===== config.mk =====
export PLATFORM = sky130hd
export DESIGN_NAME = burst_rd_outstage
export DESIGN_NICKNAME = d
export VERILOG_FILES = /design/src/rtl/rdo_pkg.sv /design/src/rtl/rdo_cmd_stage.sv /design/src/rtl/rdo_dly_reg.sv /design/src/rtl/burst_rd_outstage.sv
export SDC_FILE = /design/constraint.sdc
export NUM_CORES = 1
export LEC_CHECK = 0
export BUFFER_PORTS_ARGS = -buffer_cell sky130_fd_sc_hd__buf_4
export CAP_MARGIN = 20
export CORE_MARGIN = 8
export CORE_UTILIZATION = 50
export DETAILED_ROUTE_END_ITERATION = 8
export PLACE_DENSITY = 0.8
export SYNTH_ARGS = -nofsm -noshare
export SYNTH_HDL_FRONTEND = slang
export SYNTH_SLANG_ARGS = --single-unit

===== constraint.sdc =====
create_clock -name clk -period 4.7 [get_ports clk]
set_input_delay 0.94 -clock clk [delete_from_list [all_inputs] [get_ports clk]]
set_output_delay 0.94 -clock clk [all_outputs]
set_load 0.02 [all_outputs]

===== src/rtl/rdo_pkg.sv =====
package rdo_pkg;

    // control flags kept by the command capture stage
    typedef struct packed {
        logic en;    // a read word is being driven
        logic pend;  // deselect seen, release after one hold cycle
        logic slp;   // sampled sleep level
    } rdo_flags_t;

endpackage


===== src/rtl/rdo_cmd_stage.sv =====
module rdo_cmd_stage
    import rdo_pkg::*;
#(
    parameter int DW        = 32,
    parameter int RECOV_CYC = 2
) (
    input  logic          clk,
    input  logic          rst_n,
    input  logic          rd_cmd,
    input  logic          wr_cmd,
    input  logic          dsel_cmd,
    input  logic          sleep,
    input  logic [DW-1:0] arr_data,
    output logic          en_o,
    output logic [DW-1:0] data_o,
    output logic          slp_o
);

    localparam int RCW = (RECOV_CYC < 1) ? 1 : $clog2(RECOV_CYC + 1);

    typedef struct packed {
        rdo_flags_t     f;
        logic [RCW-1:0] rcnt;
        logic [DW-1:0]  data;
    } cmd_st_t;

    cmd_st_t st_d, st_q;
    logic    rd_ok;

    always_comb begin
        st_d       = st_q;
        st_d.f.slp = sleep;
        rd_ok      = 1'b0;
        if (sleep) begin
            st_d.f.en   = 1'b0;
            st_d.f.pend = 1'b0;
            st_d.rcnt   = '0;
        end else begin
            rd_ok = !st_q.f.slp && (st_q.rcnt == '0);
            if (st_q.f.slp)
                st_d.rcnt = RCW'(RECOV_CYC);
            else if (st_q.rcnt != '0)
                st_d.rcnt = st_q.rcnt - 1'b1;

            if (dsel_cmd) begin
                if (st_q.f.pend) begin
                    st_d.f.en   = 1'b0;
                    st_d.f.pend = 1'b0;
                end else begin
                    st_d.f.pend = st_q.f.en;
                end
            end else if (wr_cmd) begin
                st_d.f.en   = 1'b0;
                st_d.f.pend = 1'b0;
            end else if (rd_cmd && rd_ok) begin
                st_d.f.en   = 1'b1;
                st_d.f.pend = 1'b0;
                st_d.data   = arr_data;
            end else if (st_q.f.pend) begin
                st_d.f.en   = 1'b0;
                st_d.f.pend = 1'b0;
            end
        end
    end

    always_ff @(posedge clk or negedge rst_n) begin
        if (!rst_n) st_q <= '0;
        else        st_q <= st_d;
    end

    assign en_o   = st_q.f.en;
    assign data_o = st_q.data;
    assign slp_o  = st_q.f.slp;


    dsel_hold_chk: assert property (@(posedge clk) disable iff (!rst_n)
        (dsel_cmd && !sleep && en_o && !st_q.f.pend) |=> (en_o && $stable(data_o)));


    wr_off_chk: assert property (@(posedge clk) disable iff (!rst_n)
        (wr_cmd && !dsel_cmd && !sleep) |=> !en_o);


    recov_chk: assert property (@(posedge clk) disable iff (!rst_n)
        (st_q.rcnt != '0) |-> !en_o);

endmodule


===== src/rtl/rdo_dly_reg.sv =====
module rdo_dly_reg #(
    parameter int DW = 32
) (
    input  logic          clk,
    input  logic          rst_n,
    input  logic          en_i,
    input  logic [DW-1:0] data_i,
    output logic          en_o,
    output logic [DW-1:0] data_o
);

    typedef struct packed {
        logic          en;
        logic [DW-1:0] data;
    } dly_st_t;

    dly_st_t st_d, st_q;

    always_comb begin
        st_d      = st_q;
        st_d.en   = en_i;
        st_d.data = data_i;
    end

    always_ff @(posedge clk or negedge rst_n) begin
        if (!rst_n) st_q <= '0;
        else        st_q <= st_d;
    end

    assign en_o   = st_q.en;
    assign data_o = st_q.data;


    follow_chk: assert property (@(posedge clk) disable iff (!rst_n)
        1'b1 |=> (en_o == $past(en_i)));

endmodule


===== src/rtl/burst_rd_outstage.sv =====
module burst_rd_outstage #(
    parameter int DW        = 32,
    parameter int LANE_W    = 8,
    parameter int RECOV_CYC = 2
) (
    input  logic          clk,
    input  logic          rst_n,
    input  logic          pipe_mode,
    input  logic          rd_cmd,
    input  logic          wr_cmd,
    input  logic          dsel_cmd,
    input  logic [DW-1:0] arr_data,
    input  logic          oe_n,
    input  logic          sleep,
    output logic [DW-1:0] dq_o,
    output logic [DW-1:0] dq_en
);

    localparam int NLANE = DW / LANE_W;

    typedef struct packed {
        logic mode;   // 1 = pipelined
    } top_st_t;

    top_st_t       st_d, st_q;
    logic          s1_en, s2_en, slp_q, drv;
    logic [DW-1:0] s1_data, s2_data;

    rdo_cmd_stage #(.DW(DW), .RECOV_CYC(RECOV_CYC)) u_cmd (
        .clk      (clk),
        .rst_n    (rst_n),
        .rd_cmd   (rd_cmd),
        .wr_cmd   (wr_cmd),
        .dsel_cmd (dsel_cmd),
        .sleep    (sleep),
        .arr_data (arr_data),
        .en_o     (s1_en),
        .data_o   (s1_data),
        .slp_o    (slp_q)
    );

    rdo_dly_reg #(.DW(DW)) u_dly (
        .clk    (clk),
        .rst_n  (rst_n),
        .en_i   (s1_en),
        .data_i (s1_data),
        .en_o   (s2_en),
        .data_o (s2_data)
    );

    always_comb begin
        st_d = st_q;
        if (!s1_en && !s2_en)
            st_d.mode = pipe_mode;
    end

    always_ff @(posedge clk or negedge rst_n) begin
        if (!rst_n) st_q <= '{mode: 1'b1};
        else        st_q <= st_d;
    end

    assign dq_o = st_q.mode ? s2_data : s1_data;
    assign drv  = (st_q.mode ? s2_en : s1_en) && !oe_n && !slp_q;

    for (genvar g = 0; g < NLANE; g++) begin : g_lane
        assign dq_en[g*LANE_W +: LANE_W] = {LANE_W{drv}};
    end


    oe_gate_chk: assert property (@(posedge clk) disable iff (!rst_n)
        oe_n |-> (dq_en == '0));


    lane_chk: assert property (@(posedge clk) disable iff (!rst_n)
        (dq_en == '0) || (&dq_en));


    sleep_chk: assert property (@(posedge clk) disable iff (!rst_n)
        sleep |=> (dq_en == '0));


    mode_idle_chk: assert property (@(posedge clk) disable iff (!rst_n)
        !$stable(st_q.mode) |-> $past(!s1_en && !s2_en));

endmodule


=== Yosys cells after proc, flatten, opt, wreduce, memory -nomap -nowiden ===
Index checks and enable logic that the tools add are counted.

* ROM bits: 0
* Input bits: 40
* Output and inout port bits: 64
* Bits in latches: 0
* Memories kept: 0
* Bits in registers: 71
* Bits in writable memories: 0
* Word-level logic and storage cells: 37

* Mux-type cells: 11
* Add/sub/neg operators: 1
* Shift operators: 0
* Equality and inequality tests: 0
* Reduce and logical (&&, ||, !) cells: 14
* Order comparisons: 0
* Div/mod/pow operators: 0
* Multipliers: 0
* Bitwise logic cells: 3

{| class="wikitable"
|+ Operator list
! cell !! count
|-
| $mux 32 || 1
|-
| $mux 2 || 8
|-
| $logic_and 1x1->1 || 5
|-
| $reduce_bool 5->1 || 1
|-
| $logic_not 1->1 || 4
|-
| $reduce_and 4->1 || 1
|-
| $not 1->1 || 3
|-
| $reduce_bool 3->1 || 1
|-
| $logic_not 2->1 || 1
|-
| $mux 1 || 2
|-
| $reduce_bool 2->1 || 1
|-
| $sub 2x1->2 const B || 1
|}

=== Depth between registers and ports, before layout ===
Gate-level depths: netlist (run 1).

* Word-level depth: 7
* Mapped depth: 7
* Gate-level depth less buffers: 5

=== By module ===
Synthesis (run 1) repeated with hierarchy kept, for this count alone.

* Cells, all modules: 225
* Area, all modules: 3443.3 µm²

{| class="wikitable"
|+ By module, submodules not included
! module !! cells an instance !! instances !! seq. area each (µm²) !! area each (µm²)
|-
| rdo_cmd_stage || 119 || 1 || 925.9 || 1779.2
|-
| burst_rd_outstage || 73 || 1 || 26.3 || 838.3
|-
| rdo_dly_reg || 33 || 1 || 825.8 || 825.8
|}

=== Worst setup path after synthesis (run 1) ===
No wires, ideal clock.

* Path kind: register to output
* Start point: reg st_q
* End point: out dq_en[0]
* Buffers on the path: 3
* Data arrival time: 3220 ps
* Data required time: 3760 ps
* Slack: 540 ps
* Stages on the path, launching flop included: 6
* Path through: dfstp_2 -> clkbuf_1 -> buf_1 -> mux2i_1 -> nor3_1 -> buf_4

* Longest elaborated chain between the ends: 3

{| class="wikitable"
|+ Ends and longest elaborated chain
! element !! RTL line !! RTL
|-
| start: declaration || burst_rd_outstage.sv:25 || <nowiki>top_st_t st_d, st_q;</nowiki>
|-
| start signal: assignment || burst_rd_outstage.sv:58 || <nowiki>if (!rst_n) st_q <= '{mode: 1'b1};</nowiki>
|-
| start signal: assignment || burst_rd_outstage.sv:59 || <nowiki>else st_q <= st_d;</nowiki>
|-
| $mux 1 || burst_rd_outstage.sv:63 || <nowiki>assign drv = (st_q.mode ? s2_en : s1_en) && !oe_n && !slp_q;</nowiki>
|-
| $logic_and 1x1->1 (2 in a row) || burst_rd_outstage.sv:63 ||
|-
| end: declaration || burst_rd_outstage.sv:16 || <nowiki>output logic [DW-1:0] dq_en</nowiki>
|}

No other way between the ends.

=== Worst setup path after layout (run 1) ===
* Start point: reg st_q
* End point: out dq_en[30]

The elaborated chain is that of the path after synthesis.

==> results of run 1 <==
state kept, by name (all words and copies together), names as in the netlist:
register      cells
u_cmd.data_o     32
u_dly.data_o     32
u_dly.en_o        1
u_cmd.slp_o       1
u_cmd.st_q        3
u_cmd.en_o        1
st_q              1
layer usage:
metal | GRT usage (%) | vias up | part of all wire [%]
li1 | - | 772 | -
met1 | 15.5 | 829 | 41
met2 | 21.0 | 45 | 52
met3 | 3.76 | 4 | 5.5
met4 | 7.93 | 0 | 1.2
met5 | 0 | - | 0
cell usage after synthesis, types with 2 or more instances:
| cell | count |
|---|---|
| sky130_fd_sc_hd__buf_1 | 2 |
| sky130_fd_sc_hd__buf_12 | 3 |
| sky130_fd_sc_hd__buf_4 | 32 |
| sky130_fd_sc_hd__dfrtp_1 | 70 |
| sky130_fd_sc_hd__inv_1 | 3 |
| sky130_fd_sc_hd__mux2_2 | 35 |
| sky130_fd_sc_hd__mux2_4 | 30 |
| sky130_fd_sc_hd__mux2i_1 | 2 |
| sky130_fd_sc_hd__nor3_1 | 3 |
worst max path at each step:
stage | end | slack, ns | depth (start not counted)
after floorplan | dq_en[0] | 0.54 | 5
after global placement | dq_en[0] | 1.90 | 4
after CTS | dq_en[23] | 1.47 | 4
after detailed placement | dq_en[23] | 1.83 | 4
final | dq_en[30] | 1.51 | 4
after global routing | dq_en[4] | 1.35 | 4
power by group:
part / total (mW) / internal, mW / switching (mW)
clock: 0.460 / 0.260 / 0.201
sequential: 0.827 / 0.749 / 0.0779
combinational: 0.474 / 0.272 / 0.202
worst max-delay path: cells and delay by family, from the launching register on:
| kind | cells | cell delay [ns] |
|---|---|---|
| buffers and inverters | 2 | 0.50 |
| and+or+nand+nor | 1 | 0.14 |
| muxes | 1 | 0.19 |
| DFF | 1 | 1.06 |
area by class of cell:
cell class | count | share of cell area (%)
clock inverters | 3 | 1.12
multi-input cells | 78 | 25.0
clock buffers | 13 | 3.91
well taps | 75 | 2.46
inverters | 3 | 0.296
repair buffers | 104 | 20.5
flip-flops and latches | 71 | 46.7
through the flow:
step                worst slack [ns]  util (%)  power (mW)  hold slack (ns)  cells
floorplan                      0.540         -        1.12            0.365    192
global placement                1.90      61.1        1.30            0.381    331
detailed placement              1.83      61.1        1.32            0.388    331
CTS                             1.47      64.3        1.79            0.404    347
global route                    1.35      64.3        1.86            0.418    347
finish                          1.51      64.3        1.76            0.397    347
cell families after synthesis:
kind of cell / Yosys count / share of synthesized area (%)
mux: 67 / 28.2
fa+ha+maj: 1 / 0.408
xor+xnor: 1 / 0.286
flops: 71 / 58.0
buf+inv: 43 / 11.1
simple gates: 7 / 1.39
compound gates: 2 / 0.613
==> implementation parameters, run 1 <==
Parameter                              Value

Run status
  Outcome    completed

Worst setup path
  CP Data Required Time    3.76 ns
  Data arrival at the endpoint of the critical path    2.25 ns
  CP endpoint kind    output pin
  Startpoint type of the worst setup path    register
  Most used cell, CP    sky130_fd_sc_hd__buf_4
  Type of the worst setup path    register to output pin
  R2r setup slk    2.41 ns
  Launching element of the worst setup path    st_q
  R2r endpoint    u_cmd.data_o[16]
  Crit-path slowest cell    sky130_fd_sc_hd__dfstp_2
  RR Startpoint    u_cmd.st_q[32]
  Maximum cell stage delay along the critical path    1.06 ns
  Worst Reg2Reg Path Length in Cells    5
  Critical Path, Cell by Cell    mux2i_1 -> nor3_2 -> buf_4 -> buf_4
  Max Fanout on Critical Path    34

Layout
  Multi-input combinational cell area    953 sq um
  Post-route standard cell area excluding fillers    3810 sq um
  FILL cells    463
  Most common cell after layout, fill and taps aside    sky130_fd_sc_hd__buf_4
  Final net count    308
  Area growth from synthesis to final layout    24.3%
  Fraction of final layout cells sized beyond drive strength 1    68.4%
  Number of diodes    0
  Commonest cells after routing, fill and taps aside    104 x sky130_fd_sc_hd__buf_4, 70 x sky130_fd_sc_hd__dfrtp_1, 35 x sky130_fd_sc_hd__mux2_2
  Sequential cell area in the final layout    1780 sq um

Clock network
  Number of buffers inserted by post-CTS setup repair    0
  Worst skew pair latency    0.33 ns
  Clk buf depth    2
  Clk slew on worst S/H paths    0.07 ns
  Number of H-tree branching levels    3
  Number of cells upsized or downsized after cts    0
  Number of buffers created by CTS    9
  TritonCTS sink count    71
  TritonCTS clock tree    done
  Post-CTS Hold Buffers    0
  CTS root buffer    sky130_fd_sc_hd__clkbuf_8

Global route
  Antenna violations before repair    0
  Global-route wire length before repair    9100 microns
  GRT Util Overall    13.2%
  Overflow after GRT    0
  Vias in the first global route    1,865
  Maximum number of pins on one net before global-route repair    72

Yosys
  Mapped Area    3060 sq um
  Instance count of the mapped netlist    192
  Post-Synthesis Net Count    233
  Portion of the post-synthesis area used by sequential elements    58.0%
  Share of the synthesized area in the top cell type    57.2%
  Warning count from the yosys run    0
  Post-synth EDFFs    0
  Primary flip-flop cell chosen by synthesis mapping    sky130_fd_sc_hd__dfrtp_1
  Cell types occupying the most area after synthesis    sky130_fd_sc_hd__dfrtp_1 57%, sky130_fd_sc_hd__mux2_4 15%, sky130_fd_sc_hd__mux2_2 13%, sky130_fd_sc_hd__buf_4 7.8%, sky130_fd_sc_hd__buf_12 2.0%
  Cell variety after synth    21
  Mean post-synth cell area    16.0 sq um
  Flip-flop and latch count after synthesis    71
  Cell type with the highest aggregate area in the netlist    sky130_fd_sc_hd__dfrtp_1
  Share of synthesized registers carrying an async set or reset    100%

Drt
  Drc violations    0
  Wirelength per Cell    16.2 microns
  Post-Route WL    5620 microns
  DRT iter0 DRCs    22
  Residual antenna-violating net count after detailed routing    0
  Number of vias per cell    4.76
  First-pass detailed-route iteration total    4
  Routed via count    1,650

STA
  Post-layout min period    3.19 ns
  Achievable frequency    313 MHz
  Final Skew    0.00753 ns
  Max_slew headroom    28.6%
  Count of final hold-check violations    0
  Slew @ Worst Pin    1.07 ns
  Setup repair after global routing missed its margin    no
  Setup TNS after final layout    0 ns
  Fraction of the cycle the final worst path needs    67.9%
  Final setup vio count    0
  Pins over their slew limit    0

Die
  Placeable core region    5920 sq um
  Width of the chip    94.3 microns
  Initial cell density of the core    51.8%
  Die ar.    8890 sq um
  Standard-cell row count    28
  Chip Height    94.3 microns
  Number of top-level pins    104

Power and ir drop
  Max rail drop VDD    0.245 mV
  Reported leakage power    2.03 nW
  Power density cells    462 nW/um^2

Place
  HPWL after detailed placement    3900 microns
  Number of buffers added on ports    103
  Final estimated routing congestion in global placement    0.678
  Standard cell area after detailed placement    3620 sq um

Min path
  Worst hold path startpoint    u_cmd.data_o[26]
  Class of the most critical hold timing path    register to register
  Hold path cells    0
  Terminating pin of the worst hold path    u_dly.data_o[26]

Flow run
  Max-cap check violation count    0
Note: power is estimated with default switching activity, not from simulation.
==> run 2: changes to the inputs <==
Settings changed: CORE_UTILIZATION 50 to 45, PLACE_DENSITY 0.8 to 0.76.
Clock period 4.7 ns to 2.6 ns, I/O delays scaled along.
==> implementation parameters, run 2 (synthesis results as in run 1) <==
Parameter                              Value

Run status
  Outcome    completed (unchanged)

STA
  Setup repair after global routing missed its margin    no (unchanged)
  Post-layout min period    2.36 ns
  Pins over their slew limit    0 (unchanged)
  Fraction of the cycle the final worst path needs    90.8%
  Slew @ Worst Pin    0.848 ns (was 1.07 ns)
  Final Skew    0.00659 ns (was 0.00753 ns)
  Final setup vio count    0 (unchanged)
  Achievable frequency    423 MHz
  Post-Route Hold Slack    0.298 ns (was 0.397 ns)
  Count of final hold-check violations    0 (unchanged)
  Max_slew headroom    43.4% (was 28.6%)
  Setup TNS after final layout    0 ns (unchanged)

Die
  Number of top-level pins    104 (unchanged)
  Width of the chip    98.5 microns (was 94.3 microns)
  Initial cell density of the core    45.9% (was 51.8%)
  Die ar.    9710 sq um (was 8890 sq um)
  Chip Height    98.5 microns (was 94.3 microns)
  Standard-cell row count    30 (was 28)
  Placeable core region    6680 sq um (was 5920 sq um)

Min path
  Class of the most critical hold timing path    input port to async pin (was register to register)

Worst setup path
  Critical path destination    dq_o[0] (was dq_en[30])
  Type of the worst setup path    register to output pin (unchanged)
  Worst Reg2Reg Path Length in Cells    6 (was 5)
  Max Fanout on Critical Path    33 (was 34)
  R2r setup slk    0.57 ns (was 2.41 ns)
  Data arrival at the endpoint of the critical path    1.84 ns (was 2.25 ns)
  CP Data Required Time    2.08 ns (was 3.76 ns)
  Launching element of the worst setup path    st_q (unchanged)
  Startpoint type of the worst setup path    register (unchanged)
  RR Startpoint    u_cmd.st_q[32] (unchanged)
  CP endpoint kind    output pin (unchanged)
  R2r endpoint    u_cmd.data_o[12] (was u_cmd.data_o[16])

Layout
  Number of diodes    0 (unchanged)
  Area growth from synthesis to final layout    26.5% (was 24.3%)
  Commonest cells after routing, fill and taps aside    105 x sky130_fd_sc_hd__buf_4, 70 x sky130_fd_sc_hd__dfrtp_1, 35 x sky130_fd_sc_hd__mux2_2 (was 104 x sky130_fd_sc_hd__buf_4, 70 x sky130_fd_sc_hd__dfrtp_1, 35 x sky130_fd_sc_hd__mux2_2)
  Final net count    310 (was 308)
  Fraction of final layout cells sized beyond drive strength 1    69.3% (was 68.4%)
  Most common cell after layout, fill and taps aside    sky130_fd_sc_hd__buf_4 (unchanged)

Clock network
  TritonCTS clock tree    done (unchanged)
  Clk slew on worst S/H paths    0.08 ns (was 0.07 ns)
  Number of buffers inserted by post-CTS setup repair    0 (unchanged)
  Post-CTS Hold Buffers    0 (unchanged)
  Clk buf depth    2 (unchanged)
  CTS root buffer    sky130_fd_sc_hd__clkbuf_8 (unchanged)
  TritonCTS sink count    71 (unchanged)
  Worst skew pair latency    0.33 ns (about the same)
  Number of H-tree branching levels    3 (unchanged)
  Number of buffers created by CTS    9 (unchanged)

Power and ir drop
  Reported leakage power    2.05 nW (was 2.03 nW)
  Max rail drop VDD    0.429 mV (was 0.245 mV)
  Power density cells    853 nW/um^2 (was 462 nW/um^2)

Place
  Number of buffers added on ports    103 (unchanged)
  HPWL after detailed placement    4060 microns (was 3900 microns)
  Final estimated routing congestion in global placement    0.683 (was 0.678)

Drt
  Number of vias per cell    4.69 (was 4.76)
  Post-Route WL    5870 microns (was 5620 microns)
  DRT iter0 DRCs    15 (was 22)
  Residual antenna-violating net count after detailed routing    0 (unchanged)
  First-pass detailed-route iteration total    5 (was 4)
  Routed via count    1,660 (was 1,650)
  Wirelength per Cell    16.6 microns (was 16.2 microns)
  Drc violations    0 (unchanged)

Global route
  Global-route wire length before repair    9470 microns (was 9100 microns)
  Antenna violations before repair    0 (unchanged)
  Overflow after GRT    0 (unchanged)
  GRT Util Overall    12.5% (was 13.2%)
  Maximum number of pins on one net before global-route repair    72 (unchanged)
  Vias in the first global route    1,867 (was 1,865)

Flow run
  Max-cap check violation count    0 (unchanged)
[run 2: cell types whose count changed in the layout (fill, tap and decap cells not counted), sizes merged]
cell    change
clkbuf      -2
nor3        +1
clkinv      +1
buf         +1
bufinv      +1
[run 2: through the flow]
step | instance area (sq um) | utilization (%) | instances | total power, mW | setup slack, ns
detailed placement | 3640 | 54.4 | 337 | 2.39 | 0.372
CTS | 3860 | 57.8 | 353 | 3.35 | 0.0473
global route | 3880 | 58.0 | 354 | 3.48 | 0.132
floorplan | 3080 | - | 192 | 2.02 | 0.0482
finish | 3880 | 58.0 | 354 | 3.31 | 0.238
global placement | 3640 | 54.4 | 337 | 2.36 | 0.464
[run 2: critical path, cell delays in order (launching register included)]
cell and delay [ns]:
sky130_fd_sc_hd__dfstp_2 0.54, sky130_fd_sc_hd__buf_4 0.40, sky130_fd_sc_hd__mux2_2 0.40, sky130_fd_sc_hd__buf_4 0.16
[run 2: worst min path at each step]
| stage | startpoint | depth (start not counted) | end |
|---|---|---|---|
| 6_report | rst_n | 1 | u_dly.data_o[8] |
| 5_1_grt | sleep | 1 | u_cmd.slp_o |
| 4_1_cts | rst_n | 1 | u_dly.data_o[8] |
| 2_1_floorplan | rst_n | 0 | u_cmd.data_o[0] |
| 3_3_place_gp | u_cmd.data_o[25] | 0 | u_dly.data_o[25] |
| 3_5_place_dp | u_cmd.data_o[24] | 0 | u_dly.data_o[24] |
[run 2: report_power, final]
part	total, mW	internal, mW	switching, mW
sequential	1.47	1.35	0.121
combinational	0.880	0.494	0.386
clock	0.953	0.567	0.386
total	3.31	2.41	0.893
[run 2: layout make-up]
cell class / instances / area (sq um)
Fill cell: 535 / 2810
Multi-Input combinational cell: 79 / 976
Timing Repair Buffer: 105 / 788
Inverter: 3 / 11.3
Clock inverter: 5 / 81.3
Tap cell: 80 / 100
Clock buffer: 11 / 141
Sequential cell: 71 / 1780
[run 2: what timing repair did]
item	4_1_cts	5_1_grt
cloned	0	1
pin swaps	1	1
hold endpoints to repair	0	0
resized for setup	0	1
endpoints found under the setup margin	16	32
[run 2: routing by layer]
| metal | part of all wire, % | up-vias | global-route usage [%] |
|---|---|---|---|
| li1 | - | 784 | - |
| met1 | 40 | 834 | 12.8 |
| met2 | 53 | 38 | 22.1 |
| met3 | 5.3 | 4 | 4.65 |
| met4 | 1.1 | 0 | 5.67 |
| met5 | 0 | - | 0 |
